[src/rtl/fpcop_pkg.sv]
package fpcop_pkg;
  parameter int REG_W  = 5;
  parameter int TAG_W  = 4;
  parameter int OP_W   = 3;
  parameter int NPIPE  = 4;
  parameter int PIPE_W = 2;
  localparam int NREG  = 1 << REG_W;

  localparam logic [OP_W-1:0] OP_MUL  = OP_W'(5);
  localparam logic [OP_W-1:0] OP_DIV  = OP_W'(6);
  localparam logic [OP_W-1:0] OP_LOAD = OP_W'(7);

  typedef struct packed {
    logic              trap;
    logic [OP_W-1:0]   op;
    logic [REG_W-1:0]  dst;
    logic [TAG_W-1:0]  tag;
  } entry_t;

  // control -> datapath strobes
  typedef struct packed {
    logic              go;
    logic [NPIPE-1:0]  sel;
    logic              hint;
    logic [OP_W-1:0]   op;
    logic [REG_W-1:0]  dst;
    logic [TAG_W-1:0]  tag;
  } issue_t;

  // datapath -> control status
  typedef struct packed {
    logic [NPIPE-1:0]  free;
    logic              trapBusy;
    logic              wbValid;
    logic              excValid;
    logic [REG_W-1:0]  dst;
    logic [OP_W-1:0]   op;
    logic [PIPE_W-1:0] pipe;
  } status_t;

  function automatic logic [NPIPE-1:0] pipeOf(input logic [OP_W-1:0] op);
    case (op)
      OP_MUL:  pipeOf = NPIPE'(2);
      OP_DIV:  pipeOf = NPIPE'(4);
      OP_LOAD: pipeOf = NPIPE'(8);
      default: pipeOf = NPIPE'(1);
    endcase
  endfunction

  function automatic logic isOlder(input logic [TAG_W-1:0] a, input logic [TAG_W-1:0] b);
    logic [TAG_W-1:0] d;
    d = a - b;
    isOlder = d[TAG_W-1];
  endfunction
endpackage

[src/rtl/fpcop_pipe.sv]
module fpcop_pipe
  import fpcop_pkg::*;
#(
  parameter int LAT   = 2,
  parameter bit PIPED = 1'b1,
  parameter int CNT_W = 4
) (
  input  logic             clk,
  input  logic             rstN,
  input  logic             inGo,
  input  logic [TAG_W-1:0] inTag,
  input  logic [REG_W-1:0] inDst,
  input  logic [OP_W-1:0]  inOp,
  input  logic             inHint,
  input  logic             alone,
  input  logic             grant,
  output logic             canAccept,
  output logic             req,
  output logic             trapAny,
  output logic [CNT_W-1:0] occ,
  output entry_t           lastEnt
);
  logic [LAT-1:0] stV;
  logic [LAT-1:0] trapV;
  entry_t         stE [LAT];
  logic           advance;

  always_comb begin
    advance = !(stV[LAT-1] && !grant);
    lastEnt = stE[LAT-1];
    occ     = CNT_W'($countones(stV));
    for (int i = 0; i < LAT; i++) trapV[i] = stV[i] && stE[i].trap;
    trapAny = |trapV;
    // a predicted exception leaves only when it is the last thing in flight
    req       = stV[LAT-1] && (!stE[LAT-1].trap || alone);
    canAccept = PIPED ? advance : (stV == '0);
  end

  always_ff @(posedge clk or negedge rstN) begin
    if (!rstN) begin
      stV <= '0;
      for (int i = 0; i < LAT; i++) stE[i] <= '0;
    end else if (advance) begin
      stV[0] <= inGo;
      // first execute stage: operand-based exception prediction
      stE[0] <= '{trap: inHint && (inOp != OP_LOAD), op: inOp, dst: inDst, tag: inTag};
      for (int i = 1; i < LAT; i++) begin
        stV[i] <= stV[i-1];
        stE[i] <= stE[i-1];
      end
    end
  end

  // control only pushes when this pipe can take it
  a_r5_push_when_free: assert property (@(posedge clk) disable iff (!rstN)
    inGo |-> canAccept);
  // a result that lost the port is held unchanged
  a_r7_loser_holds: assert property (@(posedge clk) disable iff (!rstN)
    (stV[LAT-1] && !grant) |=> (stV[LAT-1] && $stable(lastEnt)));
endmodule

[src/rtl/fpcop_exec_dp.sv]
module fpcop_exec_dp
  import fpcop_pkg::*;
#(
  parameter int LAT_ALU = 2,
  parameter int LAT_MUL = 3,
  parameter int LAT_DIV = 8,
  parameter int LAT_LD  = 1
) (
  input  logic    clk,
  input  logic    rstN,
  input  issue_t  iss,
  output status_t st
);
  localparam int CNT_W = $clog2(LAT_ALU + LAT_MUL + LAT_DIV + LAT_LD + 1);

  logic [NPIPE-1:0] req, grant, trapVec, freeVec;
  logic [CNT_W-1:0] occ [NPIPE];
  entry_t           lastEnt [NPIPE];
  logic [CNT_W-1:0] totalOcc;
  logic             alone;

  for (genvar g = 0; g < NPIPE; g++) begin : gPipe
    localparam int L = (g == 0) ? LAT_ALU : (g == 1) ? LAT_MUL : (g == 2) ? LAT_DIV : LAT_LD;
    fpcop_pipe #(.LAT(L), .PIPED(g != 2), .CNT_W(CNT_W)) uPipe (
      .clk       (clk),
      .rstN      (rstN),
      .inGo      (iss.go && iss.sel[g]),
      .inTag     (iss.tag),
      .inDst     (iss.dst),
      .inOp      (iss.op),
      .inHint    (iss.hint),
      .alone     (alone),
      .grant     (grant[g]),
      .canAccept (freeVec[g]),
      .req       (req[g]),
      .trapAny   (trapVec[g]),
      .occ       (occ[g]),
      .lastEnt   (lastEnt[g])
    );
  end

  always_comb begin
    totalOcc = '0;
    for (int i = 0; i < NPIPE; i++) totalOcc = totalOcc + occ[i];
    alone = (totalOcc == CNT_W'(1));
  end

  // write-port arbitration: oldest requester wins
  always_comb begin
    for (int i = 0; i < NPIPE; i++) begin
      grant[i] = req[i];
      for (int j = 0; j < NPIPE; j++)
        if (j != i && req[j] && !isOlder(lastEnt[i].tag, lastEnt[j].tag)) grant[i] = 1'b0;
    end
  end

  always_comb begin
    st          = '0;
    st.free     = freeVec;
    st.trapBusy = |trapVec;
    for (int i = 0; i < NPIPE; i++) begin
      if (grant[i]) begin
        st.wbValid  = !lastEnt[i].trap;
        st.excValid = lastEnt[i].trap;
        st.dst      = lastEnt[i].dst;
        st.op       = lastEnt[i].op;
        st.pipe     = PIPE_W'(i);
      end
    end
  end

  // one owner of the write port per cycle
  a_r7_single_owner: assert property (@(posedge clk) disable iff (!rstN)
    $onehot0(grant));
  // no issue while a predicted exception is in flight
  a_r8_issue_blocked: assert property (@(posedge clk) disable iff (!rstN)
    st.trapBusy |-> !iss.go);
endmodule

[src/rtl/fpcop_issue_ctl.sv]
module fpcop_issue_ctl
  import fpcop_pkg::*;
(
  input  logic             clk,
  input  logic             rstN,
  input  logic             instValid,
  input  logic [OP_W-1:0]  instOp,
  input  logic [REG_W-1:0] instDst,
  input  logic [REG_W-1:0] instSrcA,
  input  logic [REG_W-1:0] instSrcB,
  input  logic             instHint,
  input  logic             excAck,
  input  status_t          st,
  output issue_t           iss,
  output logic             instReady,
  output logic             excFlag,
  output logic [OP_W-1:0]  excOp
);
  logic [NREG-1:0]  pending, setMask, clrMask;
  logic [TAG_W-1:0] seq;
  logic [NPIPE-1:0] sel;
  logic             hazard;

  always_comb begin
    sel       = pipeOf(instOp);
    hazard    = pending[instSrcA] | pending[instSrcB] | pending[instDst];
    instReady = !hazard && |(sel & st.free) && !st.trapBusy;
    iss.go    = instValid && instReady;
    iss.sel   = sel;
    iss.hint  = instHint;
    iss.op    = instOp;
    iss.dst   = instDst;
    iss.tag   = seq;
    setMask   = iss.go ? (NREG'(1) << instDst) : '0;
    clrMask   = (st.wbValid || st.excValid) ? (NREG'(1) << st.dst) : '0;
  end

  always_ff @(posedge clk or negedge rstN) begin
    if (!rstN) begin
      pending <= '0;
      seq     <= '0;
      excFlag <= 1'b0;
      excOp   <= '0;
    end else begin
      pending <= (pending & ~clrMask) | setMask;
      if (iss.go) seq <= seq + TAG_W'(1);
      if (st.excValid) begin
        excFlag <= 1'b1;
        excOp   <= st.op;
      end else if (excAck) begin
        excFlag <= 1'b0;
      end
    end
  end

  // anything leaving a pipe frees a register that was busy
  a_r3_retire_was_busy: assert property (@(posedge clk) disable iff (!rstN)
    (st.wbValid || st.excValid) |-> pending[st.dst]);
  // a report sets the sticky flag
  a_r8_report_sets_flag: assert property (@(posedge clk) disable iff (!rstN)
    st.excValid |=> excFlag);
  // flag holds until acknowledged
  a_r10_flag_sticky: assert property (@(posedge clk) disable iff (!rstN)
    (excFlag && !excAck) |=> excFlag);
endmodule

[src/rtl/fpcop_issue_ctrl.sv]
module fpcop_issue_ctrl
  import fpcop_pkg::*;
#(
  parameter int LAT_ALU = 2,
  parameter int LAT_MUL = 3,
  parameter int LAT_DIV = 8,
  parameter int LAT_LD  = 1
) (
  input  logic              clk,
  input  logic              rstN,
  input  logic              instValid,
  input  logic [OP_W-1:0]   instOp,
  input  logic [REG_W-1:0]  instDst,
  input  logic [REG_W-1:0]  instSrcA,
  input  logic [REG_W-1:0]  instSrcB,
  input  logic              instHint,
  input  logic              excAck,
  output logic              instReady,
  output logic              wbValid,
  output logic [REG_W-1:0]  wbReg,
  output logic [PIPE_W-1:0] wbPipe,
  output logic              excFlag,
  output logic [OP_W-1:0]   excOp
);
  issue_t  iss;
  status_t st;

  fpcop_issue_ctl uCtl (
    .clk(clk), .rstN(rstN), .instValid(instValid), .instOp(instOp), .instDst(instDst),
    .instSrcA(instSrcA), .instSrcB(instSrcB), .instHint(instHint), .excAck(excAck),
    .st(st), .iss(iss), .instReady(instReady), .excFlag(excFlag), .excOp(excOp)
  );

  fpcop_exec_dp #(.LAT_ALU(LAT_ALU), .LAT_MUL(LAT_MUL), .LAT_DIV(LAT_DIV), .LAT_LD(LAT_LD)) uDp (
    .clk(clk), .rstN(rstN), .iss(iss), .st(st)
  );

  assign wbValid = st.wbValid;
  assign wbReg   = st.dst;
  assign wbPipe  = st.pipe;
endmodule

[config.mk]
export PLATFORM = sky130hd
export DESIGN_NAME = fpcop_issue_ctrl
export DESIGN_NICKNAME = d
export VERILOG_FILES = /design/src/rtl/fpcop_pkg.sv /design/src/rtl/fpcop_pipe.sv /design/src/rtl/fpcop_exec_dp.sv /design/src/rtl/fpcop_issue_ctl.sv /design/src/rtl/fpcop_issue_ctrl.sv
export SDC_FILE = /design/constraint.sdc
export NUM_CORES = 1
export LEC_CHECK = 0
export BUFFER_PORTS_ARGS = -buffer_cell sky130_fd_sc_hd__buf_2
export CAP_MARGIN = 20
export CORE_MARGIN = 1
export CORE_UTILIZATION = 50
export CTS_BUF_LIST = sky130_fd_sc_hd__clkbuf_4 sky130_fd_sc_hd__clkbuf_8
export DETAILED_ROUTE_END_ITERATION = 8
export PLACE_DENSITY = 0.65
export SKIP_CTS_REPAIR_TIMING = 1
export SYNTH_ARGS = -nofsm -noshare
export SYNTH_HDL_FRONTEND = slang
export SYNTH_SLANG_ARGS = --single-unit
[constraint.sdc]
create_clock -name clk -period 9.2 [get_ports clk]
set_input_delay 1.38 -clock clk [delete_from_list [all_inputs] [get_ports clk]]
set_output_delay 1.38 -clock clk [all_outputs]
set_load 0.005 [all_outputs]
* Yosys cells after proc, flatten, opt, wreduce, memory -nomap -nowiden *
Index checks and enable logic that the tools add are counted.

storage, ports and cells
  output and inout bits = 13
  logic and storage cells = 209
  bits in registers = 236
  bits of input ports = 23

operators by class
  order comparisons = 3
  add/subtract/negate cells = 26
  reduce and logical (&&, ||, !) cells = 76
  muxes and demuxes = 27
  equality and inequality tests = 5
  shift-type cells = 2
  bitwise logic cells = 6

operators by type and width
  operator                                                    count
  2-to-1 mux 32 bit                                           2
  left shift 1 x 5 -> 32 bit, first input constant            2
  2-to-1 mux 12 bit                                           4
  subtractor 4 bit                                            12
  logical AND 1 bit                                           42
  AND 32 bit                                                  1
  inverter 32 bit                                             1
  OR 32 bit                                                   1
  zero test 1 bit                                             25
  less-than comparator 5 x 6 -> 1 bit, second input constant  3
  2-to-1 mux 1 bit                                            17
  binary-select mux 1 bit (select 5 bit)                      3
  OR reduction 14 bit                                         1
  adder 1 x 1 -> 2 bit                                        6
  case mux 4 bit (3 select lines)                             1
  equality test 3 bit, second input constant                  3
  zero test 8 bit                                             1
  adder 2 x 2 -> 3 bit                                        2
  logical OR 1 bit                                            5
  adder 2 x 3 -> 4 bit                                        1
  adder 3 x 3 -> 4 bit                                        1
  adder 4 x 1 -> 4 bit                                        1
  adder 4 x 1 -> 4 bit, second input constant                 1
  adder 4 bit                                                 1
  other kinds (7)                                             8

* Longest topological paths before layout *
Gate-level depths: netlist of the first run.

  depth after elaboration = 22
  mapped depth = 23
  depth with buffers taken out = 22

* Cells and area by module *
Synthesis of the first run repeated with hierarchy kept, for this count alone.

second synthesis, totals
  cells, all modules = 1,005
  area, all modules = 13,117.6 um2

by module, submodules not included
  module                            cells an instance  area an instance (um2)  instances  seq. area each (um2)
  fpcop_pipe at uDp.gPipe[2].uPipe  287                4,883.4                 1          2,802.7
  fpcop_issue_ctl                   278                2,830.2                 1          1,001.0
  fpcop_pipe at uDp.gPipe[1].uPipe  115                1,950.6                 1          1,051.0
  fpcop_exec_dp                     198                1,552.7                 1          0.0
  fpcop_pipe at uDp.gPipe[0].uPipe  84                 1,256.2                 1          700.7
  fpcop_pipe at uDp.gPipe[3].uPipe  43                 644.4                   1          350.3

* Worst setup path before layout of the first run *
OpenSTA, ideal clock, no wires.

  kind = reg2out
  from = reg uDp.gPipe[3].uPipe.stV
  to = out wbReg[4]
  stages on the path, launching flop included = 24
  buffers on the path = 4
  slack = 2.222 ns
  data required time = 7.820 ns
  arrival time = 5.598 ns
  cells stage by stage = dfrtp_1 inv_1 fa_1 inv_1 fa_1 fa_1 inv_1 fa_1 inv_1 ha_1 inv_1 fa_1 a211o_1 a2111o_1 a21o_1 a2bb2oi_1 and2_1 buf_2 a21oi_1 a221o_1 clkbuf_1 clkbuf_1 inv_1 buf_4

RTL lines
  what                               RTL line                text
  from (decl)                        fpcop_pipe.sv:23        logic [LAT-1:0] stV;
  from (signal, indexed assignment)  fpcop_pipe.sv:48        stV[i] <= stV[i-1];
  to (decl)                          fpcop_issue_ctrl.sv:20  output logic [REG_W-1:0] wbReg,

* Worst setup path in the final report of the first run *
  from = reg uDp.gPipe[3].uPipe.stV
  to = out wbReg[4]

on the way
  cells in the longest elaborated chain, start to end = 12
  elaborated cells on any way between the ends = 38
  classes of those cells = add/sub (1); eq/ne (1); mux (16); reduce/logical (20)

RTL lines
  what                             RTL line             text
  adder 4 x 1 -> 4 bit             fpcop_exec_dp.sv:44  for (int i = 0; i < NPIPE; i++) totalOcc = totalOcc + occ[i];
  equality test 4 x 1 -> 1 bit     fpcop_exec_dp.sv:45  alone = (totalOcc == CNT_W'(1));
  logical OR 1 bit                 fpcop_pipe.sv:35     req = stV[LAT-1] && (!stE[LAT-1].trap || alone);
  logical AND 1 bit                fpcop_pipe.sv:35
  logical AND 1 bit                fpcop_exec_dp.sv:53  if (j != i && req[j] && !isOlder(lastEnt[i].tag, lastEnt[j].tag)) grant[i] = 1'b0;
  2-to-1 mux 1 bit (3 in series)   fpcop_exec_dp.sv:53
  2-to-1 mux 12 bit (3 in series)  fpcop_exec_dp.sv:62  if (grant[i]) begin
  2-to-1 mux 12 bit (*)            fpcop_exec_dp.sv:62

Mark *: on every way between the ends. The rest lies on a longest branch, timed or not.

==> metrics.md, run 1 <==
| Metric | Value |
|---|---|
| Clk_lat worst skew | 0.54 ns |
| Post-DRT Antenna Nets | 0 |
| Yosys reg bits | 236 |
| Status | finished, final reports clean |
| Area of the core | 22800 um2 |
| Antenna diodes | 0 |
| Pre-CTS WS | 1.57 ns |
| Die X | 155 um |
| DR DRC count | 0 |
| Area of the mapped netlist | 11700 um2 |
| Via count | 7629 |
| Worst setup SP type | register |
| Mapped Cells | 921 |
| WP data arrival | 6.88 ns |
| Distinct cells, synth | 66 |
| Hold Slack | 0.478 ns |
| Setup Viol. Count Final | 0 |
| Clock root buffer | clkbuf_8 |
| Initial core utilization | 51.4% |
| Seq/Total Area, Yosys | 50.4% |
| Syn nets | 981 |
| Total CTS buffers | 41 |
| Most frequent CP cell | inv_1 |
| Aggregate routed wire length | 25700 um |
| Most frequent cells in the layout | dfrtp_1 (236), mux2_2 (182), clkbuf_8 (57) |
| Final worst path period share | 89.7% |
| DR pass1 iterations | 5 |
| Crit path required time | 7.82 ns |
| Final Cell Area | 13000 um2 |
| Critical path class | reg -> out |
| Final nets | 1013 |
| Area leader, netlist | dfrtp_1 |
| EDFF count, synth | 0 |
| Critical-path top delay cell | a221o_1 |
| Dpl hpwl | 17000 um |
| Longest Clk Path Bufs | 3 |
| Die area | 24000 um2 |
| Final WS setup | 0.944 ns |
| Final Hold Fails | 0 |
| Largest net degree at the start of global routing | 115 |
| Leak Pwr | 5.65 nW |
| FMAX | 0.121 GHz |
| CP Max Fanout | 17 |
| Layout cells sized above 1 | 35.2% |
| Final Power | 2.21 mW |
| Power density over the cells | 170 nW/um2 |
| Fill count | 1910 |
| R2r startpoint | uDp.gPipe[3].uPipe.stV |
| Worst-case clock skew | 0.0261 ns |
| Hold Path Class | reg -> reg |
| Ys Warns | 0 |
| Number of global-route vias before repair | 7627 |
| Minimum clock period | 8.26 ns |
| Drt via density | 5.90 |
| Clk sink count | 236 |
| Most used DFF post-synth | dfrtp_1 |
| Dpl cells | 1222 |
| GR Overflow Total | 0 |
| Worst slew margin | 36.4% |
| I/O pin cnt | 36 |
| Synth top area cells | dfrtp_1 (50%), mux2_2 (17%), mux4_2 (5.0%), ha_1 (3.0%), o21ai_0 (1.9%) |
| RSZ-0062 raised after global routing | no |
| Final GP Congestion | 0.882 |
| Post-Layout Cell Count | 1294 |
| Worst-Margin Slew | 0.955 ns |
| Synth top area share | 50.4% |
| Row cnt | 55 |
| DR iter-0 viols | 509 |
| Commonest non-fill, non-tap cell in the layout | dfrtp_1 |
| Syn Area/Cell | 12.7 um2 |
| Area added between synthesis and finish | 11.3% |
| Fraction of registers with async set/reset | 100% |
| Post-DP Area | 12100 um2 |
| Global-route total usage across every layer | 22.3% |
| Clk slew on worst S/H paths | 0.06 ns |
| CTS tree | built |
| Critical Path End Type | output port |
| Wire per inst | 19.8 um |
| Worst ir drop on vdd | 0.0000924 V |
| IO Port Bufs | 35 |
| Max cap viols | 0 |
| Hold path startpoint | uDp.gPipe[0].uPipe.stE[21] |
| Total Negative Setup Slacks | 0 ns |
| Final slew viol count | 0 |
| H-tree lvl count | 2 |
| Initial antenna violation count | 0 |
| Die height | 155 um |
| Critical path startpoint | uDp.gPipe[3].uPipe.stV |
| Global-route wire length before repair | 41800 um |
| End-of-flow core utilization | 57.3% |
| Crit-path max cell delay | 0.67 ns |
| Critical path cell sequence | inv_1 > fa_1 > inv_1 > fa_1 > fa_1 > inv_1 > fa_1 > inv_1 > ha_1 > inv_1 > fa_1 > a211o_1 > a2111o_1 > a21o_1 > a21o_1 > nor2_1 > nor2_1 > a221o_1 > inv_1 > buf_2 |
layer usage:
metal	wire length [um]	track usage [%]	share of wire (%)	vias up
li1	-	-	-	3447
met1	12000	33.0	47	3896
met2	11700	33.7	45	236
met3	1410	3.51	5.5	50
met4	599	7.50	2.3	0
met5	0	0	0	-
where the power goes:
part	leakage, nW	total [mW]	internal, mW	switching [mW]
logic	2.34	0.0986	0.0413	0.0573
clock network	0.476	1.02	0.604	0.418
registers	2.83	1.09	1.07	0.0207
total	5.65	2.21	1.72	0.496
Yosys cell counts, drive strengths merged, types with 3 or more instances:
cell type / instances
nor3b: 4
o31ai: 24
inv: 44
a21boi: 3
a211o: 4
a21oi: 19
nand2b: 4
mux2: 182
o22ai: 5
a221oi: 7
clkbuf: 40
ha: 28
or2: 4
and3: 4
or3b: 4
and2: 3
nand2: 45
nand3: 18
a22o: 5
o21ai: 52
or4: 7
or3: 6
xor2: 9
nor2b: 14
mux4: 26
xnor2: 12
nor3: 7
buf: 14
dfrtp: 236
o211ai: 3
mux2i: 8
o41ai: 19
a311oi: 3
fa: 9
a22oi: 7
a2bb2oi: 4
nor2: 15
flip-flops by register name, summed over array words and instances (netlist names):
| register | cells |
|---|---|
| uDp.gPipe.uPipe.stE | 130 |
| uCtl.pending | 32 |
| uCtl.seq | 4 |
| uDp.gPipe.uPipe.lastEnt | 52 |
| uCtl.excFlag | 1 |
| uDp.gPipe.uPipe.stV | 14 |
| uCtl.excOp | 3 |
layout make-up:
class	instances	area, um2	area share, %
flip-flops and latches	236	5910	45.3
clock buffers	64	837	6.42
inverters	44	165	1.27
repair buffers	43	265	2.03
multi-input cells	587	5420	41.5
clock inverters	7	62.6	0.480
well taps	313	392	3.00
critical path, delay by kind of cell, from the launching register on:
family	cells	cell delay (ns)
AOI/OAI and AO/OA	5	1.94
adders and majority gates	6	2.61
buffers and inverters	7	0.59
DFF	1	0.34
and+or+nand+nor	2	0.86
final timing paths:
path                                                      end  slack (ns)  cells after the start
max in group asynchronous                     uCtl.pending[0]        6.84                      2
worst min register to register  uDp.gPipe[0].uPipe.lastEnt[8]        0.48                      2
worst max-delay path                                 wbReg[4]        0.94                     20
min in group asynchronous          uDp.gPipe[2].uPipe.stE[68]        0.91                      1
worst min-delay path            uDp.gPipe[0].uPipe.lastEnt[8]        0.48                      2
worst max register to register               uCtl.pending[17]        2.25                     21
kinds of logic after synthesis:
group / count (synthesis) / share of synthesized area (%)
AND/OR/NAND/NOR: 140 / 6.22
multiplexers: 216 / 23.2
XOR/XNOR: 21 / 1.57
AO/OA/AOI/OAI: 173 / 10.7
adder cells (fa/ha/maj): 37 / 4.53
flip-flops: 236 / 50.4
buffers and inverters: 98 / 3.43
Note: power is estimated with default switching activity, not from simulation.
==> run 2: changes to the inputs <==
BUFFER_PORTS_ARGS = default   (was -buffer_cell sky130_fd_sc_hd__buf_2)
DONT_BUFFER_PORTS = 1   (was default)
GPL_ROUTABILITY_DRIVEN = 0   (was default)
PLACE_DENSITY = 0.67   (was 0.65)
clock period = 7.4 ns   (was 9.2 ns; I/O delays follow)
==> run 2 against run 1 <==
  * Sequential share of layout area is 0.43 points lower
  * Wire length rose by 0.25%
  * Largest power group unchanged
  * Via count fell by 0.29%
  * Critical endpoint is now wbReg[3]
  * Highest routed layer unchanged
==> metrics.md, run 2 (synthesis results as in run 1) <==
| Metric | Value |
|---|---|
| DR pass1 iterations | 5 |
| Final worst path period share | 98.7% |
| R2r startpoint | uDp.gPipe[2].uPipe.stV[0] |
| DR WL met2 | 12000 um |
| Die area | 24000 um2 |
| Most frequent cells in the layout | dfrtp_1 (236), mux2_2 (182), clkbuf_8 (51) |
| Worst-case clock skew | 0.0216 ns |
| GR Overflow Total | 0 |
| Clk_lat worst skew | 0.54 ns |
| Post-DP Area | 12000 um2 |
| Total CTS buffers | 41 |
| CP Max Fanout | 6 |
| Worst-Margin Slew | 0.951 ns |
| Post-DRT Antenna Nets | 0 |
| Critical Path End Type | output port |
| Critical path cell sequence | inv_2 > fa_1 > inv_2 > fa_1 > fa_1 > inv_1 > fa_1 > inv_1 > ha_2 > inv_2 > fa_2 > a211o_1 > a2111o_1 > a21o_4 > o22a_1 > a22oi_2 > clkinv_4 > a311o_1 > nand2_4 > clkinvlp_4 |
| Worst ir drop on vdd | 0.000121 V |
| Crit-path max cell delay | 0.55 ns |
| Via count | 7607 |
| Critical path class | reg -> out |
| Worst setup SP type | register |
| Wire length on met3 | 1640 um |
| Global-route wire length before repair | 41500 um |
| Kind of cell adding the most delay to the critical path | adder cells |
| Worst slew margin | 36.3% |
| Final Power | 2.68 mW |
| Crit path required time | 6.29 ns |
| WP buf/inv | 7 |
| DR iter-0 viols | 491 |
| DR DRC count | 0 |
| Drt via density | 5.92 |
| Global-route total usage across every layer | 22.1% |
| I/O pin cnt | 36 |
| Final slew viol count | 0 |
| Clk slew on worst S/H paths | 0.06 ns |
| Clock root buffer | clkbuf_8 |
| Initial antenna violation count | 0 |
| Largest net degree at the start of global routing | 237 |
| Die X | 155 um |
| Power density over the cells | 204 nW/um2 |
| Max reg flops | 130 |
| Clk sink count | 236 |
| Final WS setup | 0.0927 ns |
| Aggregate routed wire length | 25700 um |
| Commonest non-fill, non-tap cell in the layout | dfrtp_1 |
| Reg2reg setup slack | 0.74 ns |
| Layout cells sized above 1 | 36.8% |
| Status | finished, final reports clean |
| Biggest register | uDp.gPipe.uPipe.stE |
| WP data arrival | 6.20 ns |
| M1 WL | 11400 um |
| FMAX | 0.137 GHz |
| Die height | 155 um |
| Area of the core | 22800 um2 |
| Final Cell Area | 13200 um2 |
| Final nets | 1003 |
| Area added between synthesis and finish | 12.4% |
| Row cnt | 55 |
| Critical-path top delay cell | fa_1 |
| Hold Path Class | in -> async |
| Pre-CTS WS | 0.230 ns |
| Reg2reg path depth | 21 |
| Most frequent CP cell | fa_1 |
| CTS tree | built |
| Leak Pwr | 5.62 nW |
| IO Port Bufs | 0 |
| Antenna diodes | 0 |
| Wire per inst | 20.0 um |
| H-tree lvl count | 2 |
| Minimum clock period | 7.31 ns |
| Number of global-route vias before repair | 7787 |
| Initial core utilization | 51.4% |
| Fill count | 1860 |
| Final Hold Fails | 0 |
| Setup Viol. Count Final | 0 |
| Max cap viols | 0 |
| Dpl hpwl | 16900 um |
| Longest Clk Path Bufs | 3 |
| R2R Path End | uCtl.pending[9] |
| RSZ-0062 raised after global routing | yes |
| Top sig layer | met4 |
[run 2: cell count changes in the layout (fill, tap and decap cells not counted), sizes merged]
cell	before	now
clkinv	5	7
buf	43	32
clkinvlp	1	2
[run 2: worst max-delay path by stage]
stage | from | to | slack, ns | cells after the start
after global placement | uDp.gPipe[3].uPipe.stV | wbValid | 0.38 | 20
final | uDp.gPipe[2].uPipe.stV[0] | wbReg[3] | 0.09 | 20
after detailed placement | uDp.gPipe[3].uPipe.stV | wbValid | 0.23 | 20
after CTS | uDp.gPipe[3].uPipe.stV | wbValid | -0.40 | 20
after global routing | uDp.gPipe[2].uPipe.stV[0] | wbReg[3] | -0.09 | 20
after floorplan | uDp.gPipe[3].uPipe.stV | wbReg[4] | 0.69 | 23
[run 2: power by group]
group	internal, mW	switching (mW)	total, mW
logic	0.0469	0.0253	0.0722
registers	1.33	0.0265	1.36
clock network	0.725	0.524	1.25
total	2.10	0.576	2.68
[run 2: layer usage]
layer | vias to the layer above | GRT usage, %
li1 | 3458 | -
met3 | 50 | 4.76
met2 | 241 | 34.7
met1 | 3858 | 30.1
met5 | - | 0
met4 | 0 | 8.63
[run 2: cell type report]
type	instances	area [um2]	share of cell area, %
Sequential cell	236	5910	44.8
Multi-Input combinational cell	587	5540	42.1
Clock buffer	64	800	6.07
Tap cell	313	392	2.97
Timing Repair Buffer	32	273	2.07
Inverter	44	174	1.32
Clock inverter	9	80.1	0.608
Timing Repair inverter	1	5.00	0.0380
[run 2: per-stage QoR]
| step | util, % | hold slack, ns | cells | TNS [ns] |
|---|---|---|---|---|
| after floorplan | - | 0.446 | 921 | 0 |
| after global placement | 52.7 | 0.453 | 1196 | 0 |
| after detailed placement | 52.7 | 0.479 | 1196 | 0 |
| after CTS | 56.6 | 0.246 | 1269 | -0.666 |
| after global routing | 57.8 | 0.250 | 1286 | -0.201 |
| final | 57.8 | 0.289 | 1286 | 0 |
[run 2: worst reg2reg max path, stage by stage (launching register included)]
cell and delay (ns):
dfrtp_1 0.38, inv_2 0.07, fa_1 0.55, inv_2 0.04, fa_1 0.47, fa_1 0.51
inv_1 0.05, fa_1 0.43, inv_1 0.07, ha_2 0.19, inv_2 0.04, fa_2 0.35
a211o_1 0.32, a2111o_1 0.48, a21boi_2 0.24, o21a_1 0.27, nand2_2 0.21, a221o_1 0.41
a211o_1 0.60, buf_4 0.32, or4_1 0.49, nand3_1 0.10
